File: src/rtl/console_pkg.sv
package console_pkg;
  typedef enum logic [1:0] {
    SEL_RX_CTL = 2'd0,
    SEL_RX_DAT = 2'd1,
    SEL_TX_CTL = 2'd2,
    SEL_TX_DAT = 2'd3
  } reg_sel_e;

  localparam int FLAG_RDY = 0;
  localparam int FLAG_IE  = 1;
  localparam int FLAG_OVR = 2;
endpackage

File: src/rtl/con_rx_chan.sv
module con_rx_chan #(
  parameter int CHAR_W = 8
) (
  input  logic              clk,
  input  logic              rst_n,
  input  logic              in_valid,
  input  logic [CHAR_W-1:0] in_data,
  input  logic              rd_data_stb,
  input  logic              rd_ctl_stb,
  input  logic              ie_wr_stb,
  input  logic              ie_wr_val,
  output logic              ready,
  output logic              ie,
  output logic              ovr,
  output logic [CHAR_W-1:0] data
);
  logic lost;
  assign lost = in_valid && ready && !rd_data_stb;

  always_ff @(posedge clk or negedge rst_n) begin
    if (!rst_n) begin
      ready <= 1'b0;
      ie    <= 1'b0;
      ovr   <= 1'b0;
      data  <= '0;
    end else begin
      if (in_valid) begin
        data  <= in_data;
        ready <= 1'b1;
      end else if (rd_data_stb) begin
        ready <= 1'b0;
      end
      if (rd_ctl_stb) ovr <= 1'b0;
      if (lost)       ovr <= 1'b1;
      if (ie_wr_stb)  ie  <= ie_wr_val;
    end
  end


  rx_fill_chk: assert property (@(posedge clk) disable iff (!rst_n)
    in_valid |=> ready && data == $past(in_data));

  rx_consume_chk: assert property (@(posedge clk) disable iff (!rst_n)
    rd_data_stb && !in_valid |=> !ready);

  rx_overrun_chk: assert property (@(posedge clk) disable iff (!rst_n)
    in_valid && ready && !rd_data_stb |=> ovr);
endmodule

File: src/rtl/con_tx_chan.sv
module con_tx_chan #(
  parameter int CHAR_W   = 8,
  parameter int BUSY_CYC = 8
) (
  input  logic              clk,
  input  logic              rst_n,
  input  logic              store_stb,
  input  logic [CHAR_W-1:0] store_data,
  input  logic              ie_wr_stb,
  input  logic              ie_wr_val,
  output logic              out_valid,
  output logic [CHAR_W-1:0] out_data,
  input  logic              out_ready,
  output logic              ready,
  output logic              ie
);
  localparam int CNT_W = (BUSY_CYC > 1) ? $clog2(BUSY_CYC) : 1;

  logic             waiting;
  logic [CNT_W-1:0] cnt;
  logic             take;

  assign ready = !out_valid && !waiting;
  assign take  = store_stb && ready;

  always_ff @(posedge clk or negedge rst_n) begin
    if (!rst_n) begin
      out_valid <= 1'b0;
      out_data  <= '0;
      waiting   <= 1'b0;
      cnt       <= '0;
      ie        <= 1'b0;
    end else begin
      if (take) begin
        out_valid <= 1'b1;
        out_data  <= store_data;
      end else if (out_valid && out_ready) begin
        out_valid <= 1'b0;
        waiting   <= 1'b1;
        cnt       <= CNT_W'(BUSY_CYC - 1);
      end else if (waiting) begin
        if (cnt == '0) waiting <= 1'b0;
        else           cnt <= cnt - 1'b1;
      end
      if (ie_wr_stb) ie <= ie_wr_val;
    end
  end


  tx_hold_chk: assert property (@(posedge clk) disable iff (!rst_n)
    out_valid && !out_ready |=> out_valid && $stable(out_data));

  tx_start_chk: assert property (@(posedge clk) disable iff (!rst_n)
    store_stb && ready |=> out_valid && out_data == $past(store_data));

  tx_ignore_chk: assert property (@(posedge clk) disable iff (!rst_n)
    store_stb && !ready && out_valid && !out_ready |=> $stable(out_data));
endmodule

File: src/rtl/con_irq_merge.sv
module con_irq_merge #(
  parameter int N_SRC = 2
) (
  input  logic             clk,
  input  logic             rst_n,
  input  logic [N_SRC-1:0] src_rdy,
  input  logic [N_SRC-1:0] src_en,
  output logic             irq
);
  logic [N_SRC-1:0] hit;

  for (genvar i = 0; i < N_SRC; i++) begin : g_src
    assign hit[i] = src_rdy[i] & src_en[i];
  end

  assign irq = |hit;


  irq_cause_chk: assert property (@(posedge clk) disable iff (!rst_n)
    irq |-> (src_rdy & src_en) != '0);
endmodule

File: src/rtl/console_regs.sv
module console_regs
  import console_pkg::*;
#(
  parameter int          ADDR_W   = 32,
  parameter int          DATA_W   = 32,
  parameter int          CHAR_W   = 8,
  parameter int          BUSY_CYC = 8,
  parameter logic [31:0] BASE     = 32'hFFFF_0000
) (
  input  logic              clk,
  input  logic              rst_n,
  input  logic              bus_req,
  input  logic              bus_we,
  input  logic [ADDR_W-1:0] bus_addr,
  input  logic [DATA_W-1:0] bus_wdata,
  output logic [DATA_W-1:0] bus_rdata,
  output logic              bus_ack,
  input  logic              kb_valid,
  input  logic [CHAR_W-1:0] kb_data,
  output logic              disp_valid,
  output logic [CHAR_W-1:0] disp_data,
  input  logic              disp_ready,
  output logic              irq
);
  localparam int WIN_LSB = 4;

  logic     hit;
  reg_sel_e sel;
  logic     rd, wr;
  logic     rx_rdy, rx_ie, rx_ovr, tx_rdy, tx_ie;
  logic [CHAR_W-1:0] rx_data;
  logic [DATA_W-1:0] rd_mux;
  logic unused_bits;

  assign hit = bus_req && (bus_addr[ADDR_W-1:WIN_LSB] == BASE[ADDR_W-1:WIN_LSB]);
  assign sel = reg_sel_e'(bus_addr[3:2]);
  assign rd  = hit && !bus_we;
  assign wr  = hit && bus_we;
  assign unused_bits = ^{bus_addr[1:0], bus_wdata[DATA_W-1:CHAR_W], bus_wdata[0]};

  con_rx_chan #(.CHAR_W(CHAR_W)) u_rx (
    .clk        (clk),
    .rst_n      (rst_n),
    .in_valid   (kb_valid),
    .in_data    (kb_data),
    .rd_data_stb(rd && sel == SEL_RX_DAT),
    .rd_ctl_stb (rd && sel == SEL_RX_CTL),
    .ie_wr_stb  (wr && sel == SEL_RX_CTL),
    .ie_wr_val  (bus_wdata[FLAG_IE]),
    .ready      (rx_rdy),
    .ie         (rx_ie),
    .ovr        (rx_ovr),
    .data       (rx_data)
  );

  con_tx_chan #(.CHAR_W(CHAR_W), .BUSY_CYC(BUSY_CYC)) u_tx (
    .clk       (clk),
    .rst_n     (rst_n),
    .store_stb (wr && sel == SEL_TX_DAT),
    .store_data(bus_wdata[CHAR_W-1:0]),
    .ie_wr_stb (wr && sel == SEL_TX_CTL),
    .ie_wr_val (bus_wdata[FLAG_IE]),
    .out_valid (disp_valid),
    .out_data  (disp_data),
    .out_ready (disp_ready),
    .ready     (tx_rdy),
    .ie        (tx_ie)
  );

  con_irq_merge #(.N_SRC(2)) u_irq (
    .clk    (clk),
    .rst_n  (rst_n),
    .src_rdy({tx_rdy, rx_rdy}),
    .src_en ({tx_ie, rx_ie}),
    .irq    (irq)
  );

  always_comb begin
    rd_mux = '0;
    if (rd) begin
      unique case (sel)
        SEL_RX_CTL: begin
          rd_mux[FLAG_RDY] = rx_rdy;
          rd_mux[FLAG_IE]  = rx_ie;
          rd_mux[FLAG_OVR] = rx_ovr;
        end
        SEL_RX_DAT: rd_mux[CHAR_W-1:0] = rx_data;
        SEL_TX_CTL: begin
          rd_mux[FLAG_RDY] = tx_rdy;
          rd_mux[FLAG_IE]  = tx_ie;
        end
        default: rd_mux = '0;
      endcase
    end
  end

  always_ff @(posedge clk or negedge rst_n) begin
    if (!rst_n) begin
      bus_ack   <= 1'b0;
      bus_rdata <= '0;
    end else begin
      bus_ack   <= bus_req;
      bus_rdata <= rd_mux;
    end
  end


  ack_follow_chk: assert property (@(posedge clk) disable iff (!rst_n)
    bus_req |=> bus_ack);

  ack_cause_chk: assert property (@(posedge clk) disable iff (!rst_n)
    bus_ack |-> $past(bus_req));

  rdata_width_chk: assert property (@(posedge clk) disable iff (!rst_n)
    bus_ack |-> bus_rdata[DATA_W-1:CHAR_W] == '0);
endmodule

File: config.mk
export PLATFORM = sky130hd
export DESIGN_NAME = console_regs
export DESIGN_NICKNAME = d
export VERILOG_FILES = /design/src/rtl/console_pkg.sv /design/src/rtl/con_rx_chan.sv /design/src/rtl/con_tx_chan.sv /design/src/rtl/con_irq_merge.sv /design/src/rtl/console_regs.sv
export SDC_FILE = /design/constraint.sdc
export NUM_CORES = 1
export LEC_CHECK = 0
export ABC_AREA = 1
export ABC_CLOCK_PERIOD_IN_PS = 1200
export CAP_MARGIN = 10
export CORE_UTILIZATION = 25
export CTS_CLUSTER_SIZE = 16
export DETAILED_ROUTE_END_ITERATION = 10
export GPL_TIMING_DRIVEN = 0
export SYNTH_ARGS = -nofsm -noshare
export SYNTH_HDL_FRONTEND = slang
export SYNTH_HIERARCHICAL = 1
export SYNTH_SLANG_ARGS = --single-unit
File: constraint.sdc
create_clock -name clk -period 1.2 [get_ports clk]
set_input_delay 0.24 -clock clk [delete_from_list [all_inputs] [get_ports clk]]
set_output_delay 0.24 -clock clk [all_outputs]
set_load 0.05 [all_outputs]
==> metrics, run 1 <==
Clock Skew=~0.0061 ns; CTS hold repair buffers=0; path category of the worst min-delay check=in2async; Peak Freq=about 700 MHz; GRT Overall Usage=~11%; H-tree levels=2; outcome=complete, but fails checks; commonest cells in the netlist=83 x nand2_1, 34 x dfrtp_1, 24 x buf_4; Comb pwr share=about 22%; Core ar.=about 0.0068 mm^2; Cell Area, Synth=0.001773 mm^2; Clk pwr share=35.4%; period utilisation layout=115.6%; VDD IR-drop max=roughly 0.39 mV; TNS Setup=-0.2090 ns; vias per std cell=approximately 3.8; Synth area leaders=dfrtp_1 48%, nand2_1 18%, buf_4 10%, nand3_1 5.1%, nor2_1 4.7%; Ports=between 100 and 150; CP Capture Type=output port; share of the synthesized area in the top cell type=47.99%; CP required=around 0.96 ns; dpl ws=-0.7973 ns; Max Slew Vio Count=0; dominant synthesized flop cell=dfrtp_1; critical path type=reg2out; routed vias=around 1600; Longest Clk Path Bufs=2; WHS=about 0.03 ns; maxcap violations=0; Reg clk slew, reported paths=roughly 0.070 ns; post-route insts no fill=429; final core occ=just over 40%; Sw Share=between 20 and 30%; Leak Pwr=approximately 1.5 nW; GRT overflow=0; Die Area=0.007432 mm^2; YS warnings=6; CTS tree=built; Die Span Y=86.21 um; First-pass DRT Iterations=4; number of synthesized flops with an enable pin=0; placed inst area=0.002696 mm^2; CTS sink cnt=34; Psw=0.8768 mW; Pwr Total=2.972 mW; failing checks=setup timing; largest net degree at the start of global routing=35; Num CTS Buffers=5; Worst Path Arrival=approximately 1.2 ns; ANT cells=0; mean routed wirelength per cell=~9.7 um; Slew headroom=approximately half; Power Density=1075 mW/mm^2; global-route wire length before repair=~6600 um; vias in the first global route=1590; Yosys cell types=22; 1st-iter DRT viols=42; area delta synth->final=55.96%; Yosys reg bits=34; r2r startpoint=u_tx/waiting$_DFFE_PN0N_; worst-margin pin slew=roughly 0.77 ns; Final Critical Period=1.387 ns; sequential area share after synthesis=between 40% and 50%; startpoint class of the critical path=register; initial antenna violation count=0; top-count cell post-synth=nand2_1; Synth area leader=dfrtp_1; setup ws final=-0.1875 ns; share of cells above drive strength 1=a little under two fifths; Post-Synthesis Cells=about 220; final number of setup-violating endpoints=2; final design area excluding fillers=between 0.002 and 0.003 mm^2; RSZ-0062 raised after global routing=true; ys async rst share=100.0%; final RePlAce weighted congestion=just under 0.8; initial core utilization=between 20% and 30%; internal power=~2.1 mW; Placed Instances=411; final-stage net count=just over 400; Root Buffer=clkbuf_8; sequential share of power=between 40% and 50%; DRT antenna net count=0; hpwl dp=just under 3000 um; endpoints failing hold=0; routed wire length=between 4000 and 5000 um; critical path startpoint=u_tx/waiting$_DFFE_PN0N_; IO buf count=69; Row Count=30; die width=between 80 and 90 um; clk_lat worst skew=between 0.2 and 0.3 ns; CP Max Fanout=2; drt drc=0; synthesized area per cell=about 8.0 um^2
## registers in the layout (all words and copies together), names as in the netlist
| name | flops |
|---|---|
| bus_ack | 1 |
| bus_rdata | 8 |
| u_rx/data | 8 |
| u_rx/ie | 1 |
| u_rx/ovr | 1 |
| u_rx/ready | 1 |
| u_tx/cnt | 3 |
| u_tx/ie | 1 |
| u_tx/out_data | 8 |
| u_tx/out_valid | 1 |
| u_tx/waiting | 1 |
## power by group through the flow
stage | logic (mW) | clock network [mW] | registers (mW)
6_report | 0.658 | 1.05 | 1.26
3_3_place_gp | 0.684 | 0 | 1.28
4_1_cts | 0.668 | 1.10 | 1.26
2_1_floorplan | 0.454 | 0 | 1.28
5_1_grt | 0.751 | 1.16 | 1.27
3_5_place_dp | 0.700 | 0 | 1.28
## layout by cell type, fill, tap and decap left out, drive strengths merged
cell type      instances
inv                   22
a21oi                  2
nand2                 85
nand3                 20
clkinvlp               2
buf                   59
a22o                   1
clkbuf                28
clkdlybuf4s50         17
clkinv                 1
ha                     2
dfrtp                 34
clkdlybuf4s15          2
bufinv                 1
nor2                  27
conb                  24
o21ai                  3
dlymetal6s2s           3
## layer usage
metal,global-route usage (%),share of wire (%),vias up
met5,0,0,-
met4,4.091,1.4,0
met3,3.048,7.5,5
met2,21.07,50,68
met1,12.68,41,698
li1,-,-,844
## kinds of logic (layout without fill, tap and decap cells)
group | count (synthesis) | after routing | share of synthesized area [%]
buf+inv | 49 | 135 | 16.37
compound gates | 6 | 6 | 1.905
flops | 34 | 34 | 47.99
fa+ha+maj | 2 | 2 | 1.411
simple gates | 131 | 132 | 32.11
other cells | 1 | 24 | 0.2115
## critical path, cell delays in order, from the launching register on
cell and delay [ns]:
dfrtp_2 0.42, nor2_4 0.16, nand2_2 0.08, nand2_4 0.06, buf_8 0.14
## path summary, 6_finish.rpt
| check | end | slack [ns] | cells past startpoint |
|---|---|---|---|
| setup / recovery | irq | -0.19 | 4 |
| hold / removal | u_tx/out_data[6]$_DFFE_PN0P_ | 0.03 | 1 |
| setup reg to reg | bus_rdata[0]$_DFF_PN0_ | -0.02 | 6 |
| hold reg to reg | u_rx/data[5]$_DFFE_PN0P_ | 0.47 | 2 |
| max in group asynchronous | u_tx/out_valid$_DFFE_PN0P_ | 0.63 | 1 |
| min in group clk | bus_ack$_DFF_PN0_ | 0.07 | 1 |
## final cells by class
| class | instances | area [um^2] |
|---|---|---|
| Fill cell | 718 | 4066 |
| Sequential cell | 34 | 853.3 |
| Multi-Input combinational cell | 164 | 813.3 |
| Timing Repair Buffer | 78 | 568.0 |
| Buffer | 26 | 202.7 |
| Tap cell | 96 | 120.1 |
| Inverter | 23 | 93.84 |
| Clock buffer | 5 | 68.82 |
| Clock inverter | 3 | 45.04 |
## timing repair
item / 4_1_cts / 5_1_grt
cloned: 0 / 1
resized for setup: 146 / 64
endpoints found under the setup margin: 32 / 21
buffers inserted: 7 / 2
pin swaps: 33 / 31
Power figures use the tool's default switching activity.
==> run 2: changes to the inputs <==
- ABC_CLOCK_PERIOD_IN_PS: 1200 -> 1800
- CORE_UTILIZATION: 25 -> 38
- PLACE_DENSITY: unset -> 0.85
- clock period: 1.2 -> 1.8 ns (I/O delays scaled with it)
==> run 2 against run 1 <==
Combinational power fell by 30%. The run now ends clean. Sequential power fell by 33%. Sequential share of layout area fell by 0.090 points. First-iteration DRC count rose by 60%. Die area fell by 33%. Clock power fell by 48%. Register-to-register slack improved by 0.58 ns. Cell area did not move. Global-route usage rose by 4.1 points. Largest power group unchanged.
==> metrics, run 2 (synthesis results as in run 1) <==
Worst Path Arrival=1.41 ns (+0.26 ns); H-tree levels=2 (unchanged); Largest regs=bus_rdata (8), u_rx/data (8), u_tx/out_data (8); startpoint class of the critical path=register; sum of buffers and inverters on the critical path=1 (unchanged); initial core utilization=40.16% (+14 points); mean routed wirelength per cell=9.974 um (+3.0%); clk_lat worst skew=0.28 ns (about the same); dpl ws=-0.2844 ns (+0.5130 ns); Final Critical Period=around 1.8 ns; Pwr Total=1.849 mW (-38%); Reg clk slew, reported paths=0.07 ns (about the same); CP Max Fanout=1 (-1); Peak Freq=565.9 MHz; GRT overflow=0 (unchanged); final number of setup-violating endpoints=0 (-2); Seq. cell area=850.8 um^2 (-0.29%); RSZ-0062 raised after global routing=false; maxcap violations=0 (unchanged); Power Density=668.8 mW/mm^2 (-38%); period utilisation layout=between 90% and 100%; vias per std cell=4.222 (+12%); CP Capture Type=output port; GRT Overall Usage=15.61% (+4.1 points); placed inst area=0.002610 mm^2 (-3.2%); final RePlAce weighted congestion=0.7273 (-6.3%); CTS tree=built; Leak Pwr=1.619 nW (+4.6%); Max Slew Vio Count=0 (unchanged); endpoints failing hold=0 (unchanged); largest net degree at the start of global routing=35 (unchanged); drt drc=0 (unchanged); die width=70.31 um (-18%); CP required=1.44 ns (+0.48 ns); outcome=complete, no violations; Longest Clk Path Bufs=2 (unchanged); ANT cells=0 (unchanged); final-stage net count=408 (-0.97%); global-route wire length before repair=6078 um (-8.3%); R2R Path End=bus_rdata[0]$_DFF_PN0_; r2r startpoint=u_tx/waiting$_DFFE_PN0N_; Root Buffer=clkbuf_8; routed vias=1600 (-0.93%); setup ws final=0.03276 ns (+0.2202 ns); Row Count=24 (-20%); Slew headroom=51.46% (+2.9 points); Worst R2R Setup Slack=0.56 ns (+0.58 ns); Num CTS Buffers=5 (unchanged); most common cell after layout, fill and taps aside=nand2_1; Die Span Y=70.31 um (-18%); crit path max-delay cell type=clkdlybuf4s50_1; final design area excluding fillers=0.002765 mm^2 (unchanged); path category of the worst min-delay check=in2async; CTS sink cnt=34 (unchanged); area of the multi-input gates=725.7 um^2 (-11%); critical path type=reg2out; worst-margin pin slew=0.7281 ns (-0.04419 ns); First-pass DRT Iterations=4 (unchanged); CP top delay family=buffers and inverters; DRT antenna net count=0 (unchanged); area delta synth->final=55.96% (unchanged); IO buf count=69 (unchanged); most frequent cells in the layout=83 x nand2_1, 53 x clkdlybuf4s50_1, 34 x dfrtp_1; crit-path max cell delay=0.80 ns (+0.38 ns); Ports=121 (unchanged); Fill cells=390 (-46%); hpwl dp=2942 um (-0.86%); Die Area=0.004943 mm^2 (-33%); VDD IR-drop max=0.4683 mV (+20%); critical path startpoint=bus_rdata[0]$_DFF_PN0_; CP Cell Sequence=clkdlybuf4s50_1; CTS hold repair buffers=0 (unchanged); routed wire length=3780 um (-9.0%); vias in the first global route=1440 (-9.4%); cells on worst reg2reg path=6 (unchanged); share of cells above drive strength 1=16.21% (-22 points); Core ar.=0.004414 mm^2 (-35%); WP depth=1 (-3); initial antenna violation count=0 (unchanged); Clock Skew=0.004488 ns (-0.001565 ns); Worst Setup EP=bus_rdata[0]; 1st-iter DRT viols=67 (+60%)
## run 2: cell count changes in the layout (fill, tap and decap cells not counted), sizes merged
cell	delta
clkdlybuf4s50	+36
buf	-26
clkbuf	-21
dlymetal6s2s	+7
dlygate4sd2	+4
clkdlybuf4s15	-2
clkinvlp	-2
bufinv	-1
nand2	-1
## run 2: layer usage
metal,share of wire (%),GRT usage [%],vias up
li1,-,-,844
met3,7.1,4.618,5
met2,53,28.47,55
met5,0,0,-
met4,1.2,5.778,0
met1,39,16.81,696
## run 2: where the power goes
part	total [mW]	internal [mW]	switching (mW)
Combinational	0.458	0.200	0.258
Clock	0.549	0.295	0.255
Sequential	0.841	0.814	0.0272
Total	1.85	1.31	0.540
## run 2: timing repair
| item | 4_1_cts | 5_1_grt |
|---|---|---|
| gates resized for setup | 7 | 17 |
| buffers inserted | 0 | 6 |
| endpoints found under the setup margin | 5 | 20 |
| pin swaps | 0 | 1 |
## run 2: area by class of cell
type	count	share of cell area [%]
Sequential cell	34	30.77
Timing Repair Buffer	75	27.06
Multi-Input combinational cell	163	26.24
Buffer	26	7.195
Inverter	23	3.394
Clock buffer	6	2.986
Tap cell	52	2.353
## run 2: worst min-delay path by stage
stage	end	slack (ns)	cells after the start
final	u_tx/cnt[2]$_DFFE_PN0P_	0.13	1
after global routing	u_tx/out_valid$_DFFE_PN0P_	0.19	1
after CTS	u_tx/out_valid$_DFFE_PN0P_	0.16	1
after detailed placement	u_tx/out_data[0]$_DFFE_PN0P_	0.46	2
after global placement	u_tx/out_data[2]$_DFFE_PN0P_	0.45	2
after floorplan	bus_ack$_DFF_PN0_	0.06	0
## run 2: stage by stage
step / setup TNS [ns] / hold WS [ns] / util, % / std cells
floorplan: 0 / 0.06441 / - / 246
global placement: -12.48 / 0.4521 / 59.24 / 367
detailed placement: -2.648 / 0.4581 / 59.13 / 367
CTS: -0.1137 / 0.1630 / 60.91 / 373
global route: 0 / 0.1869 / 62.64 / 379
finish: 0 / 0.1335 / 62.64 / 379
